## src/rtl/dfm_pkg.sv

```systemverilog
package dfm_pkg;
  typedef enum logic [1:0] {
    ST_IDLE = 2'd0,
    ST_SYNC = 2'd1,
    ST_RUN  = 2'd2
  } run_st_e;

  // flag vector index 0..4 maps to status bits 3..7
  localparam int unsigned N_FLAGS = 5;
  localparam int unsigned F_UDF = 0;
  localparam int unsigned F_OVF = 1;
  localparam int unsigned F_BCK = 2;
  localparam int unsigned F_CFG = 3;
  localparam int unsigned F_TMG = 4;
endpackage

```

## src/rtl/dfm_sync2.sv

```systemverilog
module dfm_sync2 #(
  parameter int unsigned W = 1
) (
  input  logic         clk_i,
  input  logic         rst_ni,
  input  logic [W-1:0] d_i,
  output logic [W-1:0] q_o
);
  logic [W-1:0] s1_q, s2_q;

  always_ff @(posedge clk_i or negedge rst_ni) begin
    if (!rst_ni) begin
      s1_q <= '0;
      s2_q <= '0;
    end else begin
      s1_q <= d_i;
      s2_q <= s1_q;
    end
  end

  assign q_o = s2_q;
endmodule

```

## src/rtl/dfm_frame_mon.sv

```systemverilog
module dfm_frame_mon #(
  parameter int unsigned LEN_W = 6
) (
  input  logic             clk_i,
  input  logic             rst_ni,
  input  logic             bclk_s_i,
  input  logic             lr_s_i,
  input  logic [LEN_W-1:0] in_len_i,
  input  logic [LEN_W-1:0] out_len_i,
  input  logic             ext_sync_i,
  output logic             frame_end_o,
  output logic             bad_edge_o,
  output logic             short_o,
  output logic             frame_ok_o
);
  localparam int unsigned CNT_W = LEN_W + 2;
  localparam logic [CNT_W-1:0] CNT_MAX = {CNT_W{1'b1}};

  logic             bclk_q, lr_q, valid_q, ph_bad_q;
  logic [CNT_W-1:0] cnt_q;
  logic             bclk_rise, bclk_fall, lr_edge, lr_rise;

  assign bclk_rise = bclk_s_i & ~bclk_q;
  assign bclk_fall = ~bclk_s_i & bclk_q;
  assign lr_edge   = lr_s_i ^ lr_q;
  assign lr_rise   = lr_s_i & ~lr_q;

  // LR must change together with a bit-clock falling edge
  assign bad_edge_o  = lr_edge & ~bclk_fall;
  assign frame_end_o = lr_rise & valid_q;
  assign short_o     = ext_sync_i &
                       ((cnt_q < CNT_W'(in_len_i)) | (cnt_q < CNT_W'(out_len_i)));
  assign frame_ok_o  = ~ph_bad_q & ~bad_edge_o & ~short_o;

  always_ff @(posedge clk_i or negedge rst_ni) begin
    if (!rst_ni) begin
      bclk_q   <= 1'b0;
      lr_q     <= 1'b0;
      valid_q  <= 1'b0;
      ph_bad_q <= 1'b0;
      cnt_q    <= '0;
    end else begin
      bclk_q <= bclk_s_i;
      lr_q   <= lr_s_i;
      if (lr_rise) begin
        valid_q  <= 1'b1;
        ph_bad_q <= 1'b0;
        cnt_q    <= bclk_rise ? CNT_W'(1) : '0;
      end else begin
        ph_bad_q <= ph_bad_q | bad_edge_o;
        if (bclk_rise && cnt_q != CNT_MAX) cnt_q <= cnt_q + 1'b1;
      end
    end
  end
endmodule

```

## src/rtl/dfm_run_ctl.sv

```systemverilog
module dfm_run_ctl
  import dfm_pkg::*;
#(
  parameter int unsigned GOOD_FRAMES = 2
) (
  input  logic               clk_i,
  input  logic               rst_ni,
  input  logic               en_set_i,
  input  logic               auto_restart_i,
  input  logic               frame_end_i,
  input  logic               frame_ok_i,
  input  logic               short_i,
  input  logic               bad_edge_i,
  input  logic               cfg_mismatch_i,
  input  logic               ovf_i,
  input  logic               udf_i,
  input  logic               refill_i,
  output logic [N_FLAGS-1:0] set_o,
  output logic               run_o
);
  localparam int unsigned GW = $clog2(GOOD_FRAMES + 1);
  localparam logic [GW-1:0] GOOD_LAST = GW'(GOOD_FRAMES - 1);

  run_st_e        st_q, st_d;
  logic [GW-1:0]  good_q, good_d;
  logic           running, armed, stop_ev, soft_ev;

  assign running = (st_q == ST_RUN);
  assign armed   = (st_q != ST_IDLE);

  always_comb begin
    set_o        = '0;
    set_o[F_TMG] = running & bad_edge_i;
    set_o[F_CFG] = armed & frame_end_i & cfg_mismatch_i;
    set_o[F_BCK] = running & frame_end_i & short_i;
    set_o[F_OVF] = running & ovf_i;
    set_o[F_UDF] = running & udf_i & ~refill_i;
  end

  assign stop_ev = set_o[F_TMG] | set_o[F_CFG];
  assign soft_ev = set_o[F_BCK] | set_o[F_OVF] | set_o[F_UDF];

  always_comb begin
    st_d   = st_q;
    good_d = good_q;
    if (en_set_i) begin
      st_d   = ST_SYNC;
      good_d = '0;
    end else begin
      unique case (st_q)
        ST_SYNC: begin
          if (frame_end_i) begin
            if (cfg_mismatch_i) begin
              st_d   = ST_IDLE;
              good_d = '0;
            end else if (!frame_ok_i) begin
              good_d = '0;
            end else if (good_q == GOOD_LAST) begin
              st_d   = ST_RUN;
              good_d = '0;
            end else begin
              good_d = good_q + 1'b1;
            end
          end
        end
        ST_RUN: begin
          if (stop_ev) st_d = ST_IDLE;
          else if (soft_ev) st_d = auto_restart_i ? ST_SYNC : ST_IDLE;
          good_d = '0;
        end
        default: good_d = '0;
      endcase
    end
  end

  always_ff @(posedge clk_i or negedge rst_ni) begin
    if (!rst_ni) begin
      st_q   <= ST_IDLE;
      good_q <= '0;
    end else begin
      st_q   <= st_d;
      good_q <= good_d;
    end
  end

  assign run_o = running;
endmodule

```

## src/rtl/dfm_status.sv

```systemverilog
module dfm_status #(
  parameter int unsigned          N        = 5,
  parameter logic [N-1:0]         AUTO_CLR = '0
) (
  input  logic         clk_i,
  input  logic         rst_ni,
  input  logic [N-1:0] set_i,
  input  logic         we_i,
  input  logic [N-1:0] wdata_i,
  input  logic         auto_clr_i,
  output logic [N-1:0] flag_o
);
  for (genvar k = 0; k < N; k++) begin : g_flag
    logic clr;
    if (AUTO_CLR[k]) begin : g_ac
      assign clr = (we_i & ~wdata_i[k]) | auto_clr_i;
    end else begin : g_sw
      assign clr = we_i & ~wdata_i[k];
    end
    // set wins over clear
    always_ff @(posedge clk_i or negedge rst_ni) begin
      if (!rst_ni) flag_o[k] <= 1'b0;
      else         flag_o[k] <= set_i[k] | (flag_o[k] & ~clr);
    end
  end
endmodule

```

## src/rtl/dly_fault_mon.sv

```systemverilog
module dly_fault_mon
  import dfm_pkg::*;
#(
  parameter int unsigned LEN_W       = 6,
  parameter int unsigned GOOD_FRAMES = 2
) (
  input  logic             clk_i,
  input  logic             rst_ni,
  input  logic             bclk_i,
  input  logic             lrclk_i,
  input  logic [LEN_W-1:0] in_len_i,
  input  logic [LEN_W-1:0] out_len_i,
  input  logic             ext_sync_i,
  input  logic             auto_restart_i,
  input  logic             en_set_i,
  input  logic             cfg_mismatch_i,
  input  logic             ovf_i,
  input  logic             udf_i,
  input  logic             refill_i,
  input  logic             reg_we_i,
  input  logic [7:3]       reg_wdata_i,
  output logic [7:0]       status_o,
  output logic             run_o
);
  localparam logic [N_FLAGS-1:0] BCK_MASK = N_FLAGS'(1) << F_BCK;

  logic [1:0]         link_s;
  logic               frame_end, bad_edge, short_f, frame_ok;
  logic [N_FLAGS-1:0] set_vec, flags;

  dfm_sync2 #(.W(2)) u_sync (
    .clk_i (clk_i),
    .rst_ni(rst_ni),
    .d_i   ({lrclk_i, bclk_i}),
    .q_o   (link_s)
  );

  dfm_frame_mon #(.LEN_W(LEN_W)) u_frame (
    .clk_i      (clk_i),
    .rst_ni     (rst_ni),
    .bclk_s_i   (link_s[0]),
    .lr_s_i     (link_s[1]),
    .in_len_i   (in_len_i),
    .out_len_i  (out_len_i),
    .ext_sync_i (ext_sync_i),
    .frame_end_o(frame_end),
    .bad_edge_o (bad_edge),
    .short_o    (short_f),
    .frame_ok_o (frame_ok)
  );

  dfm_run_ctl #(.GOOD_FRAMES(GOOD_FRAMES)) u_ctl (
    .clk_i         (clk_i),
    .rst_ni        (rst_ni),
    .en_set_i      (en_set_i),
    .auto_restart_i(auto_restart_i),
    .frame_end_i   (frame_end),
    .frame_ok_i    (frame_ok),
    .short_i       (short_f),
    .bad_edge_i    (bad_edge),
    .cfg_mismatch_i(cfg_mismatch_i),
    .ovf_i         (ovf_i),
    .udf_i         (udf_i),
    .refill_i      (refill_i),
    .set_o         (set_vec),
    .run_o         (run_o)
  );

  dfm_status #(.N(N_FLAGS), .AUTO_CLR(BCK_MASK)) u_stat (
    .clk_i     (clk_i),
    .rst_ni    (rst_ni),
    .set_i     (set_vec),
    .we_i      (reg_we_i),
    .wdata_i   (reg_wdata_i),
    .auto_clr_i(en_set_i),
    .flag_o    (flags)
  );

  assign status_o = {flags, 3'b000};
endmodule

```

## config.mk

```make
export PLATFORM = sky130hd
export DESIGN_NAME = dly_fault_mon
export DESIGN_NICKNAME = d
export VERILOG_FILES = /design/src/rtl/dfm_pkg.sv /design/src/rtl/dfm_sync2.sv /design/src/rtl/dfm_frame_mon.sv /design/src/rtl/dfm_run_ctl.sv /design/src/rtl/dfm_status.sv /design/src/rtl/dly_fault_mon.sv
export SDC_FILE = /design/constraint.sdc
export NUM_CORES = 1
export LEC_CHECK = 0
export ABC_CLOCK_PERIOD_IN_PS = 2300
export BUFFER_PORTS_ARGS = -buffer_cell sky130_fd_sc_hd__buf_2
export CORE_UTILIZATION = 25
export CTS_CLUSTER_DIAMETER = 80
export DETAILED_ROUTE_END_ITERATION = 10
export PLACE_DENSITY_LB_ADDON = 0.12
export SLEW_MARGIN = 20
export SYNTH_ARGS = -nofsm -noshare
export SYNTH_HDL_FRONTEND = slang
export SYNTH_SLANG_ARGS = --single-unit
export TNS_END_PERCENT = 10
```

## constraint.sdc

```tcl
create_clock -name clk_i -period 2.3 [get_ports clk_i]
set_input_delay 0.23 -clock clk_i [delete_from_list [all_inputs] [get_ports clk_i]]
set_output_delay 0.23 -clock clk_i [all_outputs]
set_load 0.005 [all_outputs]
```

==> impl_results.md <==
- Outcome: completed
- Yosys cell types: 37
- Clk sinks: 25
- Post-layout net count: 223
- Max Cap Violations: 0
- Worst-Margin Slew: 0.5617 ns
- Post-Synthesis Cells: 143
- Crit path capture type: flip-flop
- Worst Path Max Fanout: 6
- Vias in the first global route: 1069
- Vias/cell: 4.394
- Final wirelength: 2866 um
- CTS root buf: clkbuf_8
- First-pass GRT wire length: 4968 um
- Detailed Place HPWL: 2292 um
- Worst Hold End: u_sync.s1_q[0]
- WP data arrival: 2.28 ns
- Remaining Overflow, GRT: 0
- Worst hold-check path type: in2reg
- Sequential area share after synthesis: 0.4440
- Core area: 5270 um2
- Main synth FF type: dfrtp_1
- Fmax: 470.4 MHz
- Unrepaired setup endpoints after global routing: false
- Synth area leaders: dfrtp_1 44%, ha_1 11%, inv_1 4.5%
- Initial Util: 0.2673
- IO Count: 38
- Synth area leader: dfrtp_1
- Final setup vio count: 0
- Worst R2R Start: u_frame.cnt_q[3]
- Clock Path Buffers: 2
- Clock latency on the worst-skew pair: 0.26 ns
- Die ar.: 5940 um2
- Setup TNS: 0 ns
- DRT iter0 DRCs: 66
- Hold path cells: 1
- Total track usage: 0.1047
- Layout area overhead: 21.40%
- Setup slack, reg-to-reg: 0.17 ns
- Placed cells: 246
- Period utilization: 0.9242
- Post-synth top area share: 0.4440
- Final std cells w/o fill: 251
- Lkg Pwr: 0.8792 nW
- DRT antenna net count: 0
- Worst setup path startpoint: u_frame.cnt_q[3]
- Cell chain of the critical path: ha_1, a211oi_2, o21ai_1, a2111oi_2, o21ai_2, o31a_1, o2bb2ai_1
- Seq cells post-synth: 25
- CTS H-tree depth: 1
- FFs w/ async S/R, synth: 1.000
- Largest net degree at the start of global routing: 26
- WS Path Type: reg2reg
- Clock Skew: 0.005384 ns
- Critical Path Max Stage Delay: 0.44 ns
- Reg2reg end: u_ctl.st_q[1]
- Peak supply drop: 0.4726 mV
- Mean Syn Cell Area: 9.852 um2
- Hold path start: bclk_i
- 1st-pass router iterations: 4
- Cell Pwr Density: 513.2 nW/um2
- Die Span Y: 77.07 um
- Final count of pins violating max slew: 0
- Post-synth EDFFs: 0
- Final Power: 0.0008777 W
- Critical path buffers and inverters: 0
- CTS resizes: 0
- Die X: 77.07 um
- Routed len/inst: 11.42 um
- I/O Buffers: 34
- Layout cells sized above 1: 0.2486
- Post-Syn Area: 1409 um2
- Cell row count: 26
- Remaining DRCs: 0
- CP delay by family, top: compound AO/OA/AOI/OAI gates
- Antenna violations before repair: 0
- CTS tree: built
- Slowest CP cell: dfrtp_1
- Worst-path clk slew: 0.08 ns
- Rel. slew slack: 0.6255
- RD Place Congestion: 0.7481
- Crit path depth: 7
- Worst EP required: 2.46 ns
- Vias: 1103
- Final hold vios: 0
- Tmin final: 2.126 ns
- Ant. Diodes: 0
- YS warnings: 0
- CTS Buf Count: 3
- R2R depth: 7
- Startpoint Class: flip-flop
[stage by stage]
step | area [um2] | worst slack (ns) | util | hold slack [ns]
6_report | 1710 | 0.1744 | 0.3245 | 0.07042
5_1_grt | 1710 | 0.008211 | 0.3245 | 0.05157
4_1_cts | 1710 | 0.09600 | 0.3245 | 0.06153
3_5_place_dp | 1655 | 0.1145 | 0.3141 | 0.2757
3_3_place_gp | 1655 | 0.1736 | 0.3141 | 0.2611
2_1_floorplan | 1416 | 0.2897 | - | -0.06559
[power breakdown]
| group | switching (W) | internal [W] |
|---|---|---|
| clock | 0.000130 | 0.000124 |
| combinational | 0.0000766 | 0.0000672 |
| sequential | 0.0000203 | 0.000460 |
| total | 0.000227 | 0.000651 |
[placed cells by master, fill, tap and decap left out, types with 2 or more instances in the layout]
| master | Yosys | layout |
|---|---|---|
| o21ai_0 | 5 | 5 |
| clkbuf_8 | 0 | 3 |
| o31ai_1 | 2 | 2 |
| a21oi_1 | 4 | 4 |
| nand2b_1 | 3 | 3 |
| a2111oi_2 | 2 | 2 |
| dfrtp_1 | 25 | 25 |
| xor2_1 | 6 | 6 |
| a211oi_1 | 2 | 2 |
| inv_1 | 17 | 17 |
| o211ai_1 | 3 | 3 |
| a31oi_1 | 2 | 2 |
| and3_1 | 2 | 2 |
| conb_1 | 1 | 3 |
| buf_2 | 0 | 34 |
| nor3b_1 | 3 | 3 |
| nand3b_1 | 2 | 2 |
| and2_1 | 2 | 2 |
| o21ai_1 | 2 | 2 |
| nand3_1 | 2 | 2 |
| nand4_1 | 3 | 3 |
| o21a_1 | 2 | 2 |
| nor2_1 | 12 | 12 |
| ha_1 | 12 | 12 |
| nand2_1 | 13 | 13 |
[state kept, by name (all words and copies together), names as in the netlist, 2 cells and up]
signal	cells
u_ctl.st_q	2
u_stat.flag_o	5
u_frame.cnt_q	8
u_sync.q_o	2
u_ctl.good_q	2
u_sync.s1_q	2
[layout make-up]
| cell class | instances | area, um2 |
|---|---|---|
| Clock buffer | 4 | 45.04 |
| Fill cell | 560 | 3560 |
| Inverter | 17 | 63.81 |
| Multi-Input combinational cell | 99 | 700.7 |
| Sequential cell | 25 | 625.6 |
| Tap cell | 70 | 87.58 |
| Timing Repair Buffer | 36 | 187.7 |
[Yosys cell counts, types with 2 or more instances]
master / number
xor2_1: 6
nand2_1: 13
a2111oi_2: 2
ha_1: 12
a31oi_1: 2
nor2_1: 12
o21ai_1: 2
a21oi_1: 4
inv_1: 17
buf_4: 3
nor3b_1: 3
nand3b_1: 2
dfrtp_1: 25
a211oi_1: 2
and3_1: 2
nand4_1: 3
nand3_1: 2
o21a_1: 2
o31ai_1: 2
nand2b_1: 3
and2_1: 2
o211ai_1: 3
o21ai_0: 5
[layer usage]
layer  up-vias  GRT usage  part of all wire
li1        569          -                 -
met2        12     0.1696              0.50
met4         0    0.02264            0.0056
met5         -          0                 0
met1       520     0.1390              0.47
met3         2    0.02857             0.024
[worst max path at each step]
stage and to:
4_1_cts u_ctl.st_q[1], 3_3_place_gp u_ctl.st_q[1], 2_1_floorplan u_ctl.st_q[1], 5_1_grt u_ctl.st_q[1], 3_5_place_dp u_ctl.st_q[1], 6_report u_ctl.st_q[1]
[cells by family after synthesis]
logic type / synth area share
buffers and inverters: 0.06394
multiplexers: 0.007105
AO/OA/AOI/OAI: 0.1670
AND/OR/NAND/NOR: 0.1714
adder cells (fa/ha/maj): 0.1066
other: 0.002662
flip-flops: 0.4440
XOR/XNOR: 0.03730
[repair_timing]
action | CTS | global route
hold buffers | 1 | 0
hold endpoints to repair | 25 | 0
setup endpoints to repair | 0 | 1
setup buffers | 0 | 0
No activity file was read; power rests on OpenSTA's default activity.
